**config.mk**
```make
export PLATFORM = sky130hd
export DESIGN_NAME = johnson_decade_counter
export DESIGN_NICKNAME = d
export VERILOG_FILES = /design/src/rtl/jdc_pkg.sv /design/src/rtl/jdc_edge_sync.sv /design/src/rtl/jdc_step_qual.sv /design/src/rtl/jdc_ring.sv /design/src/rtl/jdc_decode.sv /design/src/rtl/johnson_decade_counter.sv
export SDC_FILE = /design/constraint.sdc
export NUM_CORES = 1
export LEC_CHECK = 0
export BUFFER_PORTS_ARGS = -buffer_cell sky130_fd_sc_hd__buf_2
export CAP_MARGIN = 40
export CORE_UTILIZATION = 55
export DETAILED_ROUTE_END_ITERATION = 7
export PLACE_DENSITY = 0.87
export SLEW_MARGIN = 20
export SYNTH_ARGS = -nofsm -noshare
export SYNTH_HDL_FRONTEND = slang
export SYNTH_SLANG_ARGS = --single-unit
```
**constraint.sdc**
```tcl
create_clock -name clk -period 3.82 [get_ports clk]
set_clock_uncertainty 0.1 [all_clocks]
set_input_delay 0.191 -clock clk [delete_from_list [all_inputs] [get_ports clk]]
set_output_delay 0.191 -clock clk [all_outputs]
set_load 0.02 [all_outputs]
```
**src/rtl/jdc_pkg.sv**
```systemverilog
package jdc_pkg;

  // Synchronised view of one asynchronous input line.
  typedef struct packed {
    logic level;  // synchronised level
    logic rise;   // one-cycle pulse on a 0 -> 1 change
    logic fall;   // one-cycle pulse on a 1 -> 0 change
  } line_event_t;

endpackage

```
**src/rtl/jdc_edge_sync.sv**
```systemverilog
module jdc_edge_sync
  import jdc_pkg::*;
#(
  parameter int STAGES = 2
) (
  input  logic        clk,
  input  logic        rst,
  input  logic        din,
  output line_event_t ev
);

  localparam int WARM_W = STAGES + 1;

  logic [STAGES-1:0] chain;
  logic              prev;
  logic [WARM_W-1:0] warm;
  logic              armed;

  // Data path carries no reset: it only ever holds samples of the pin.
  always_ff @(posedge clk) begin
    chain <= {chain[STAGES-2:0], din};
    prev  <= chain[STAGES-1];
  end

  // Edges are trusted only once the chain and the previous sample are full.
  always_ff @(posedge clk or posedge rst) begin
    if (rst) warm <= '0;
    else     warm <= {warm[WARM_W-2:0], 1'b1};
  end

  assign armed    = warm[WARM_W-1];
  assign ev.level = chain[STAGES-1];
  assign ev.rise  = armed &  chain[STAGES-1] & ~prev;
  assign ev.fall  = armed & ~chain[STAGES-1] &  prev;

  // an edge pulse lasts one cycle, so one transition makes one step
  assert_single_rise_R9: assert property (@(posedge clk) disable iff (rst)
    ev.rise |=> !ev.rise);
  assert_single_fall_R9: assert property (@(posedge clk) disable iff (rst)
    ev.fall |=> !ev.fall);

endmodule

```
**src/rtl/jdc_step_qual.sv**
```systemverilog
module jdc_step_qual
  import jdc_pkg::*;
(
  input  line_event_t step_ev,
  input  line_event_t en_ev,
  output logic        adv
);

  logic via_step;
  logic via_enable;

  always_comb begin
    via_step   = step_ev.rise & ~en_ev.level;
    via_enable = en_ev.fall   &  step_ev.level;
    adv        = via_step | via_enable;         // merged into one step
  end

endmodule

```
**src/rtl/jdc_ring.sv**
```systemverilog
module jdc_ring #(
  parameter int RING_BITS = 5
) (
  input  logic                 clk,
  input  logic                 rst,
  input  logic                 adv,
  output logic [RING_BITS-1:0] ring,
  output logic [RING_BITS-1:0] ring_next
);

  localparam int MSB = RING_BITS - 1;

  logic                 legal;
  logic [RING_BITS-1:0] shifted;

  // A legal twisted-ring pattern has at most one change between neighbours.
  always_comb begin
    int unsigned flips;
    flips = 0;
    for (int i = 0; i < MSB; i++) begin
      if (ring[i] != ring[i+1]) flips++;
    end
    legal = (flips <= 1);
  end

  always_comb begin
    shifted = {ring[MSB-1:0], ~ring[MSB]};
    if (!adv)       ring_next = ring;
    else if (legal) ring_next = shifted;
    else            ring_next = '0;  // recover to state 0 in one step
  end

  always_ff @(posedge clk or posedge rst) begin
    if (rst) ring <= '0;
    else     ring <= ring_next;
  end

  // without a qualified step the ring holds
  assert_ring_hold_R4: assert property (@(posedge clk) disable iff (rst)
    !adv |=> $stable(ring));

endmodule

```
**src/rtl/jdc_decode.sv**
```systemverilog
module jdc_decode #(
  parameter int RING_BITS = 5
) (
  input  logic                   clk,
  input  logic                   rst,
  input  logic [RING_BITS-1:0]   ring_next,
  output logic [2*RING_BITS-1:0] dec_q,
  output logic                   carry_q
);

  localparam int N     = RING_BITS;
  localparam int OUT_W = 2 * RING_BITS;

  logic [OUT_W-1:0] dec_d;

  // Each state is picked out by one pair of adjacent ring bits.
  for (genvar k = 0; k < N; k++) begin : g_pair
    if (k == 0) begin : g_ends
      assign dec_d[0] = ~ring_next[N-1] & ~ring_next[0];
      assign dec_d[N] =  ring_next[N-1] &  ring_next[0];
    end else begin : g_mid
      assign dec_d[k]   =  ring_next[k-1] & ~ring_next[k];
      assign dec_d[N+k] = ~ring_next[k-1] &  ring_next[k];
    end
  end

  always_ff @(posedge clk or posedge rst) begin
    if (rst) begin
      dec_q   <= OUT_W'(1);
      carry_q <= 1'b1;
    end else begin
      dec_q   <= dec_d;
      carry_q <= ~ring_next[N-1];
    end
  end

  assert_onehot_R7: assert property (@(posedge clk) disable iff (rst)
    $countones(dec_q) == 1);
  assert_carry_half_R6: assert property (@(posedge clk) disable iff (rst)
    carry_q == (|dec_q[N-1:0]));

endmodule

```
**src/rtl/johnson_decade_counter.sv**
```systemverilog
module johnson_decade_counter
  import jdc_pkg::*;
#(
  parameter int RING_BITS   = 5,
  parameter int SYNC_STAGES = 2
) (
  input  logic                   clk,
  input  logic                   rst,
  input  logic                   step_in,
  input  logic                   step_en_n,
  output logic [2*RING_BITS-1:0] dec_out,
  output logic                   carry_out
);

  localparam int OUT_W = 2 * RING_BITS;

  line_event_t          step_ev;
  line_event_t          en_ev;
  logic                 adv;
  logic [RING_BITS-1:0] ring;
  logic [RING_BITS-1:0] ring_next;

  jdc_edge_sync #(.STAGES(SYNC_STAGES)) u_sync_step (
    .clk(clk), .rst(rst), .din(step_in), .ev(step_ev)
  );

  jdc_edge_sync #(.STAGES(SYNC_STAGES)) u_sync_en (
    .clk(clk), .rst(rst), .din(step_en_n), .ev(en_ev)
  );

  jdc_step_qual u_qual (
    .step_ev(step_ev), .en_ev(en_ev), .adv(adv)
  );

  jdc_ring #(.RING_BITS(RING_BITS)) u_ring (
    .clk(clk), .rst(rst), .adv(adv), .ring(ring), .ring_next(ring_next)
  );

  jdc_decode #(.RING_BITS(RING_BITS)) u_dec (
    .clk(clk), .rst(rst), .ring_next(ring_next),
    .dec_q(dec_out), .carry_q(carry_out)
  );

  assert_advance_R2: assert property (@(posedge clk) disable iff (rst)
    adv |=> dec_out == {$past(dec_out[OUT_W-2:0]), $past(dec_out[OUT_W-1])});
  assert_hold_R4: assert property (@(posedge clk) disable iff (rst)
    !adv |=> $stable(dec_out) && $stable(carry_out));
  assert_falling_step_ignored_R4: assert property (@(posedge clk) disable iff (rst)
    (step_ev.fall && !en_ev.fall) |-> !adv);
  assert_rising_enable_ignored_R5: assert property (@(posedge clk) disable iff (rst)
    (en_ev.rise && !step_ev.rise) |-> !adv);

endmodule

```
==> results of run 1 <==
-- cells by family after synthesis --
family | count (synthesis) | share of synthesized area, %
multiplexers | 1 | 0.8677
AND/OR/NAND/NOR | 40 | 19.41
XOR/XNOR | 2 | 1.519
flip-flops | 25 | 51.84
AO/OA/AOI/OAI | 27 | 20.07
adder cells (fa/ha/maj) | 2 | 2.169
other | 1 | 0.3251
buffers and inverters | 8 | 3.796
-- layout make-up --
class                   instances  area, sq um  area share (%)
clock inverters                 1        5.005          0.3914
repair buffers                 17        100.1           7.828
multi-input cells              73        511.7           40.02
clock buffers                   3        22.52           1.761
well taps                      27        33.78           2.642
flip-flops and latches         25        598.1           46.77
inverters                       2        7.507          0.5871
-- power by group through the flow --
stage	combinational, mW	clock (mW)	sequential [mW]
final	0.498	0.110	0.429
after global routing	0.542	0.123	0.444
after CTS	0.496	0.113	0.427
after detailed placement	0.488	0	0.432
after global placement	0.478	0	0.427
after floorplan	0.385	0	0.433
-- repair_timing --
| action | in CTS | in global routing |
|---|---|---|
| endpoints found under the setup margin | 0 | 0 |
| gates resized for setup | 0 | 0 |
| hold buffers | 3 | 0 |
| hold endpoints to repair | 19 | 0 |
-- placed cells by master, fill, tap and decap left out, types with 2 or more instances in the layout --
cell            n
o211ai_1        2
o32ai_1         2
xnor2_1         2
o21ai_1         5
dfxtp_1         6
dfrtp_1        17
buf_2          14
o21ai_0         2
dlygate4sd3_1   3
o31ai_1         2
nand2b_1        6
dfstp_2         2
nor2b_1         5
o22ai_1         5
inv_1           2
nand2_1        14
ha_1            2
clkbuf_4        3
nand3_1         7
-- registers in the layout, summed over array words and instances, names as in the netlist --
register           count
u_dec.carry_q          1
u_dec.dec_q           10
u_ring.ring            5
u_sync_en.chain        2
u_sync_en.prev         1
u_sync_en.warm         3
u_sync_step.chain      2
u_sync_step.prev       1
-- worst min-delay path by stage --
stage,depth (start not counted),endpoint,startpoint,slack (ns)
after floorplan,1,u_dec.dec_q[1]$_DFF_PP0_,rst,0.04
after global placement,1,u_sync_en.chain[0]$_DFF_P_,step_en_n,0.19
after detailed placement,1,u_sync_step.chain[0]$_DFF_P_,step_in,0.19
after CTS,0,u_sync_step.chain[1]$_DFF_P_,u_sync_step.chain[0]$_DFF_P_,0.25
after global routing,0,u_sync_en.chain[1]$_DFF_P_,u_sync_en.chain[0]$_DFF_P_,0.25
final,0,u_sync_step.chain[1]$_DFF_P_,u_sync_step.chain[0]$_DFF_P_,0.24
-- worst max-delay path, cell delays in order (launching register included) --
cell	delay (ns)
dfrtp_1	0.55
and2b_1	0.29
nand2b_1	0.16
ha_1	0.32
xnor2_1	0.15
xnor2_1	0.15
ha_1	0.25
and3b_1	0.21
a32oi_2	0.20
o2111ai_4	0.31
o41ai_2	0.37
-- routing by layer --
metal | vias up | share of wire, %
li1 | 410 | -
met1 | 417 | 42
met2 | 27 | 52
met3 | 4 | 5.0
met4 | 0 | 0.98
met5 | - | 0
-- metrics by stage --
step | utilization (%) | instance area (sq um)
floorplan | - | 1154
global placement | 62.24 | 1221
detailed placement | 62.24 | 1221
CTS | 65.18 | 1279
global route | 65.18 | 1279
finish | 65.18 | 1279
==> results_dict.tcl, run 1 <==
set metrics [dict create \
    status "complete, no violations" \
    initial_core_util_pct 58.80 \
    max_freq_mhz 316.4 \
    fp-row-count 16 \
    totalWireLength_um 2140 \
    finalNonFillerCells 148 \
    p_clk_share_pct 10.6 \
    setup_viol 0 \
    grt_setup_unrepaired "false" \
    cts_buffers 3 \
    synth.distinct_cells 40 \
    drive_gt1_share_pct 19.83 \
    viasPerCell 5.797 \
    swShare_pct 43.72 \
    setup_slack_ns 0.6593 \
    grt_usage_pct 21.39 \
    synth_top_cell_by_area "dfrtp_1" \
    met3_usage_pct 6.038 \
    clock-root-buffer "clkbuf_4" \
    fin_hold_ws_ns 0.2411 \
    post_cts_buffers 0 \
    synth_commonest_cells "dfrtp_1, nand2_1, nand3_1" \
    synth_edf_count 0 \
    p_int_mw 0.5839 \
    tritoncts "done" \
    h-tree-depth 1 \
    dpl.cell_count 141 \
    vias 858 \
    crit_path_end_kind "flop" \
    p_total_mw 1.038 \
    dp_worst_setup_slack_ns 0.7093 \
    grt_pass1_wl_um 3312 \
    path_class "flop to flop" \
    grt_util_met1_pct 25.49 \
    worstSetupStartpoint "u_ring.ring[0]$_DFF_PP0_" \
    synth_top_flop_cell "dfrtp_1" \
    avgSynthCellArea_sq_um 10.88 \
    wl_per_cell_um 14.46 \
    cp.required_ns 3.94 \
    hold_violations 0 \
    cts_buffer_depth 2 \
    slew_headroom_pct 56.07 \
    min_path_type "flop to flop" \
    synth_warnings 0 \
    clkLatencyLatePin_ns 0.31 \
    dr.pass1.iters 4 \
    irDropWorstVdd_v 0.0004790 \
    path_clk_slew_ns 0.12 \
    grtUsageMet2_pct 37.03 \
    syn_nets 112 \
    n_antenna_cell 0 \
    p_per_area_nw_per_um2 811.4 \
    ys_seq_area_share_pct 51.84 \
    drt-initial-drc-count 23 \
    fp.coreArea_sq_um 1962 \
    maxCapViolations 0 \
    ios 15 \
    reg2regPathDepth 10 \
    tightest_slew_ns 0.6582 \
    seqPwrFrac_pct 41.3 \
    path_max_fanout 16 \
    grt_pass1_vias 798 \
    overflow 0 \
    rr_startpoint "u_ring.ring[0]$_DFF_PP0_" \
    async_reset_ff_share_pct 76.00 \
    io_buffer_count 14 \
    drc 0 \
    antenna_found_initial 0 \
    cp-start-kind "flop" \
    power_frac_comb_pct 48.0 \
    gp_congestion 0.8896 \
    dieArea_sq_um 2285 \
    fin_tns_setup_ns 0 \
    p_leak_nw 0.5641 \
    period_share_pct 82.74 \
    arrival_ns 3.28 \
    drv_slew 0 \
    dp_hpwl_um 1475 \
    n_fill_cell 166 \
    finalCriticalPeriod_ns 3.161 \
    die_h_um 47.80 \
    switchingPower_mw 0.4536 \
    grt.busiest_layer "met2" \
    synth_top_area_share_pct 36.88 \
    cts_sinks 25 \
    num-nets-final 128 \
    rrSetupSlack_ns 0.66 \
    antenna_left 0 \
    synth_most_common_cell "dfrtp_1" \
    cp-endpoint "u_dec.dec_q[1]$_DFF_PP0_" \
    syn_inst 106 \
    syn_to_final_growth_pct 10.85 \
    synth_area_leaders "dfrtp_1, dfxtp_1, dfstp_2, nand2_1, nand2b_1" \
    netlist_area_sq_um 1154 \
    synth-seq-cells 25 \
    rr_endpoint "u_dec.dec_q[1]$_DFF_PP0_" \
    die_x_um 47.80 \
    grt_max_degree 20 \
]
Note: power is estimated with default switching activity, not from simulation.
==> run 2, diff against run 1 <==
clock period = 3.1 ns   (was 3.82 ns; I/O delays follow)
==> run 2 against run 1 <==
Effect of this change: worst hold slack better by 0.0059 ns; utilization increased by 5.7 points; clock-buffer cell count stayed put; combinational power is 50% higher.
==> results_dict.tcl, run 2 (synthesized netlist as in run 1, its figures left out) <==
set metrics [dict create \
    status "complete, no violations" \
    grt_setup_unrepaired "true" \
    antenna_found_initial 0 \
    clkLatencyLatePin_ns 0.30 \
    p_per_area_nw_per_um2 999.9 \
    setup_viol 0 \
    initial_core_util_pct 58.80 \
    grt_max_degree 20 \
    period_share_pct 94.60 \
    cp-start-kind "flop" \
    irDropWorstVdd_v 0.0007434 \
    path_clk_slew_ns 0.12 \
    crit_path_end_kind "flop" \
    n_fill_cell 149 \
    finalCriticalPeriod_ns 2.933 \
    h-tree-depth 1 \
    syn_to_final_growth_pct 20.61 \
    grt_usage_pct 21.26 \
    path_class "flop to flop" \
    overflow 0 \
    gp_congestion 0.8564 \
    die_x_um 47.80 \
    drt-initial-drc-count 25 \
    cp.required_ns 3.22 \
    fp-row-count 16 \
    hold_violations 0 \
    max_freq_mhz 341.0 \
    dpl.cell_count 144 \
    ios 15 \
    largest-register "u_dec.dec_q" \
    min_path_type "flop to flop" \
    dr.pass1.iters 4 \
    num-nets-final 136 \
    maxCapViolations 0 \
    dp_hpwl_um 1461 \
    reg2regPathDepth 11 \
    finalNonFillerCells 156 \
    top_regs "u_dec.dec_q (10), u_ring.ring (5), u_sync_en.warm (3)" \
    drc 0 \
    slew_headroom_pct 56.30 \
    worstSetupStartpoint "u_ring.ring[0]$_DFF_PP0_" \
    dieArea_sq_um 2285 \
    cp-endpoint "u_ring.ring[0]$_DFF_PP0_" \
    n_antenna_cell 0 \
    fp.coreArea_sq_um 1962 \
    grt_pass1_wl_um 3229 \
    path_max_fanout 8 \
    die_h_um 47.80 \
    vias 908 \
    largest_reg_flops 10 \
    tritoncts "done" \
    totalWireLength_um 2276 \
    cts_buffers 3 \
    viasPerCell 5.821 \
    antenna_left 0 \
    drv_slew 0 \
    mostFrequentLayoutCells "nand2_1, buf_2, dfrtp_1" \
    fin_hold_ws_ns 0.2470 \
    cts_sinks 25 \
    tightest_slew_ns 0.6548 \
    arrival_ns 3.06 \
    cts_buffer_depth 2 \
    p_leak_nw 0.6106 \
    grt_pass1_vias 728 \
    clock-root-buffer "clkbuf_4" \
    rr_endpoint "u_ring.ring[0]$_DFF_PP0_" \
    rr_startpoint "u_ring.ring[0]$_DFF_PP0_" \
    wl_per_cell_um 14.59 \
    drive_gt1_share_pct 31.01 \
    io_buffer_count 14 \
    rrSetupSlack_ns 0.17 \
]
==> run 2: worst min-delay path by stage <==
| stage | startpoint | to | slack, ns | cells after the start |
|---|---|---|---|---|
| floorplan | rst | u_dec.dec_q[1]$_DFF_PP0_ | 0.005 | 1 |
| global placement | step_en_n | u_sync_en.chain[0]$_DFF_P_ | 0.16 | 1 |
| detailed placement | step_en_n | u_sync_en.chain[0]$_DFF_P_ | 0.16 | 1 |
| CTS | u_sync_en.chain[0]$_DFF_P_ | u_sync_en.chain[1]$_DFF_P_ | 0.26 | 0 |
| global route | u_sync_step.chain[0]$_DFF_P_ | u_sync_step.chain[1]$_DFF_P_ | 0.25 | 0 |
| finish | u_sync_en.chain[0]$_DFF_P_ | u_sync_en.chain[1]$_DFF_P_ | 0.25 | 0 |
==> run 2: per-layer routing <==
metal | vias to the layer above | track usage, % | share of wire [%]
met2 | 48 | 34.05 | 49
li1 | 434 | - | -
met3 | 4 | 7.547 | 7.6
met4 | 0 | 7.778 | 1.2
met5 | - | 0 | 0
met1 | 422 | 26.51 | 42
==> run 2: final cells by class <==
type / instances / area, sq um / share of cell area, %
clock buffer: 3 / 22.52 / 1.619
clock inverter: 1 / 5.005 / 0.3597
inverter: 2 / 7.507 / 0.5396
multi-input combinational: 74 / 555.5 / 39.93
sequential: 25 / 601.8 / 43.26
tap: 27 / 33.78 / 2.428
timing repair buffer: 24 / 165.2 / 11.87
==> run 2: worst max-delay path: stages, from the launching register on <==
cell and delay [ns]:
dfrtp_2 0.47, and2b_1 0.23, nand2b_1 0.16, ha_1 0.32, xnor2_1 0.15, xnor2_1 0.15, ha_2 0.20, and3b_1 0.19
a32oi_2 0.25, o2111ai_4 0.24, buf_12 0.20, o31ai_4 0.20
==> run 2: repair_timing <==
action / in CTS / in global routing
setup endpoints to repair: 1 / 14
gates resized for setup: 0 / 8
cloned: 0 / 1
hold buffers: 3 / 0
hold endpoints to repair: 19 / 0
setup buffers: 2 / 2
pin swaps: 0 / 1
==> run 2: power breakdown <==
part / switching [mW] / internal, mW / total, mW
combinational: 0.433 / 0.316 / 0.749
clock: 0.0858 / 0.0482 / 0.134
sequential: 0.0881 / 0.420 / 0.508
total: 0.607 / 0.784 / 1.39
==> run 2: per-stage QoR <==
step	setup WS [ns]	setup TNS [ns]	power [mW]	util, %	area, sq um
after floorplan	0.4571	0	1.007	-	1154
after global placement	0.1588	0	1.131	63.39	1244
after detailed placement	0.009635	0	1.147	63.39	1244
after CTS	0.06186	0	1.302	67.73	1329
after global routing	-0.03256	-0.03256	1.497	70.92	1391
final	0.1673	0	1.391	70.92	1391
==> run 3, diff against run 2 <==
CELL_PAD_IN_SITES_DETAIL_PLACEMENT = 2   (was default)
CELL_PAD_IN_SITES_GLOBAL_PLACEMENT = 2   (was default)
CORE_UTILIZATION = 38   (was 55)
PLACE_DENSITY = 0.88   (was 0.87)
SYNTH_HIERARCHICAL = 1   (was default)
==> run 3 against run 2 <==
Effect of this change: utilization is 21 points lower; area after synthesis up 5.3%; sequential cell count rose by 3; worst hold slack got worse by 0.071 ns; synthesized cell count fell by 6.6%; sequential power increased by 7.5%; cell count is 7.1% higher; critical path type unchanged; highest routed layer unchanged.
==> results_dict.tcl, run 3 <==
set metrics [dict create \
    dp_hpwl_um 2261 \
    grt_usage_pct 23.40 \
    final_common_cell "dfrtp_1" \
    syn_nets 105 \
    grt_max_degree 16 \
    cp-endpoint "u_dec/dec_q[1]$_DFF_PP0_" \
    cp-start-kind "flop" \
    hold_violations 0 \
    totalWireLength_um 4003 \
    gp_congestion 0.9409 \
    num-nets-final 130 \
    dpl.cell_count 157 \
    antenna_found_initial 0 \
    tritoncts "done" \
    antenna_left 0 \
    setup_viol 0 \
    dr.pass1.iters 6 \
    h-tree-depth 1 \
    largest-register "u_dec/dec_q" \
    top_regs "u_dec/dec_q (10), u_ring/ring (5)" \
    initial_core_util_pct 39.80 \
    fp-row-count 20 \
    grt_pass1_vias 929 \
    n_antenna_cell 0 \
    period_share_pct 98.75 \
    final_cell_area_sq_um 1518 \
    drc 0 \
    drive_gt1_share_pct 43.90 \
    clkLatencyLatePin_ns 0.32 \
    syn_inst 99 \
    p_per_area_nw_per_um2 1239 \
    vias 829 \
    cts_sinks 28 \
    path_clk_slew_ns 0.14 \
    fin_tns_setup_ns 0 \
    clock-root-buffer "clkbuf_4" \
    arrival_ns 3.22 \
    largest_reg_flops 10 \
    maxCapViolations 0 \
    p_total_mw 1.880 \
    wl_per_cell_um 23.97 \
    placed_cell_area_sq_um 1333 \
    path_max_fanout 5 \
    netlist_area_sq_um 1215 \
    die_x_um 58.55 \
    drt-initial-drc-count 17 \
    cts_buffer_depth 2 \
    slew_headroom_pct 65.16 \
    finalNonFillerCells 167 \
    rrSetupSlack_ns 0.04 \
    min_path_type "primary input to async pin" \
    dieArea_sq_um 3428 \
    io_buffer_count 14 \
    die_h_um 58.55 \
    drv_slew 0 \
    status "complete, no violations" \
    grt_pass1_wl_um 5513 \
    cts_buffers 3 \
    tightest_slew_ns 0.5214 \
    ios 15 \
    synth_warnings 6 \
    fp.coreArea_sq_um 3053 \
    rr_endpoint "u_dec/dec_q[1]$_DFF_PP0_" \
    max_freq_mhz 326.6 \
    mostFrequentLayoutCells "dfrtp_1, buf_2, inv_1" \
    p_leak_nw 0.6923 \
    cp.required_ns 3.26 \
    finalCriticalPeriod_ns 3.061 \
    path_class "flop to flop" \
    reg2regPathDepth 11 \
    worstSetupStartpoint "u_ring/ring[1]$_DFF_PP0_" \
    avgSynthCellArea_sq_um 12.27 \
    viasPerCell 4.964 \
    irDropWorstVdd_v 0.0006957 \
    syn_to_final_growth_pct 24.92 \
    overflow 0 \
    crit_path_end_kind "flop" \
    rr_startpoint "u_ring/ring[1]$_DFF_PP0_" \
]
==> run 3: worst max-delay path, cell delays in order (launching register included) <==
cell and delay, ns:
dfrtp_2 0.48, xor2_1 0.19, ha_1 0.35, xnor2_2 0.17, xnor2_2 0.18, ha_4 0.20, nor2b_1 0.15, o2bb2ai_2 0.21
o311ai_4 0.22, o41ai_4 0.41, buf_4 0.20, nor2b_2 0.15
==> run 3: power by group <==
part	internal, mW	switching (mW)
sequential	0.463	0.0835
combinational	0.486	0.676
clock	0.0717	0.100
==> run 3: final cells by class <==
cell class | count | area [sq um]
clock buffers | 4 | 36.28
fillers | 298 | 1535
inverters | 11 | 41.29
multi-input cells | 54 | 541.8
flip-flops and latches | 28 | 675.6
well taps | 44 | 55.05
repair buffers | 26 | 167.7
==> run 3: worst min path at each step <==
| stage | end | cells past startpoint | startpoint | slack [ns] |
|---|---|---|---|---|
| 2_1_floorplan | u_sync_en/warm[0]$_DFF_PP0_ | 1 | rst | -0.19 |
| 3_3_place_gp | u_sync_step/warm[2]$_DFF_PP0_ | 2 | rst | -0.04 |
| 3_5_place_dp | u_sync_step/warm[2]$_DFF_PP0_ | 2 | rst | -0.04 |
| 4_1_cts | u_sync_step/warm[0]$_DFF_PP0_ | 3 | rst | 0.17 |
| 5_1_grt | u_sync_step/warm[2]$_DFF_PP0_ | 3 | rst | 0.17 |
| 6_report | u_sync_en/warm[0]$_DFF_PP0_ | 3 | rst | 0.18 |
==> run 3: metrics by stage <==
stage	setup slack (ns)	util [%]	hold slack (ns)
finish	0.03860	49.71	0.1758
floorplan	0.1955	-	-0.1914
detailed placement	-0.1799	43.65	-0.03735
CTS	0.03639	47.87	0.1718
global route	-0.006807	49.71	0.1654
global placement	0.1657	43.65	-0.04407
==> run 3: routing by layer <==
layer	global-route usage [%]	part of all wire [%]	vias to the layer above
li1	-	-	376
met1	29.02	43	422
met2	42.86	52	25
met3	4.835	3.4	6
met4	3.401	1.3	0
met5	0	0	-
==> run 3: repair_timing <==
item	CTS	global route
hold buffers	3	0
endpoints found under the setup margin	14	4
pin swaps	0	3
gates resized for setup	8	9
endpoints found under the hold margin	22	0
buffers inserted	1	2
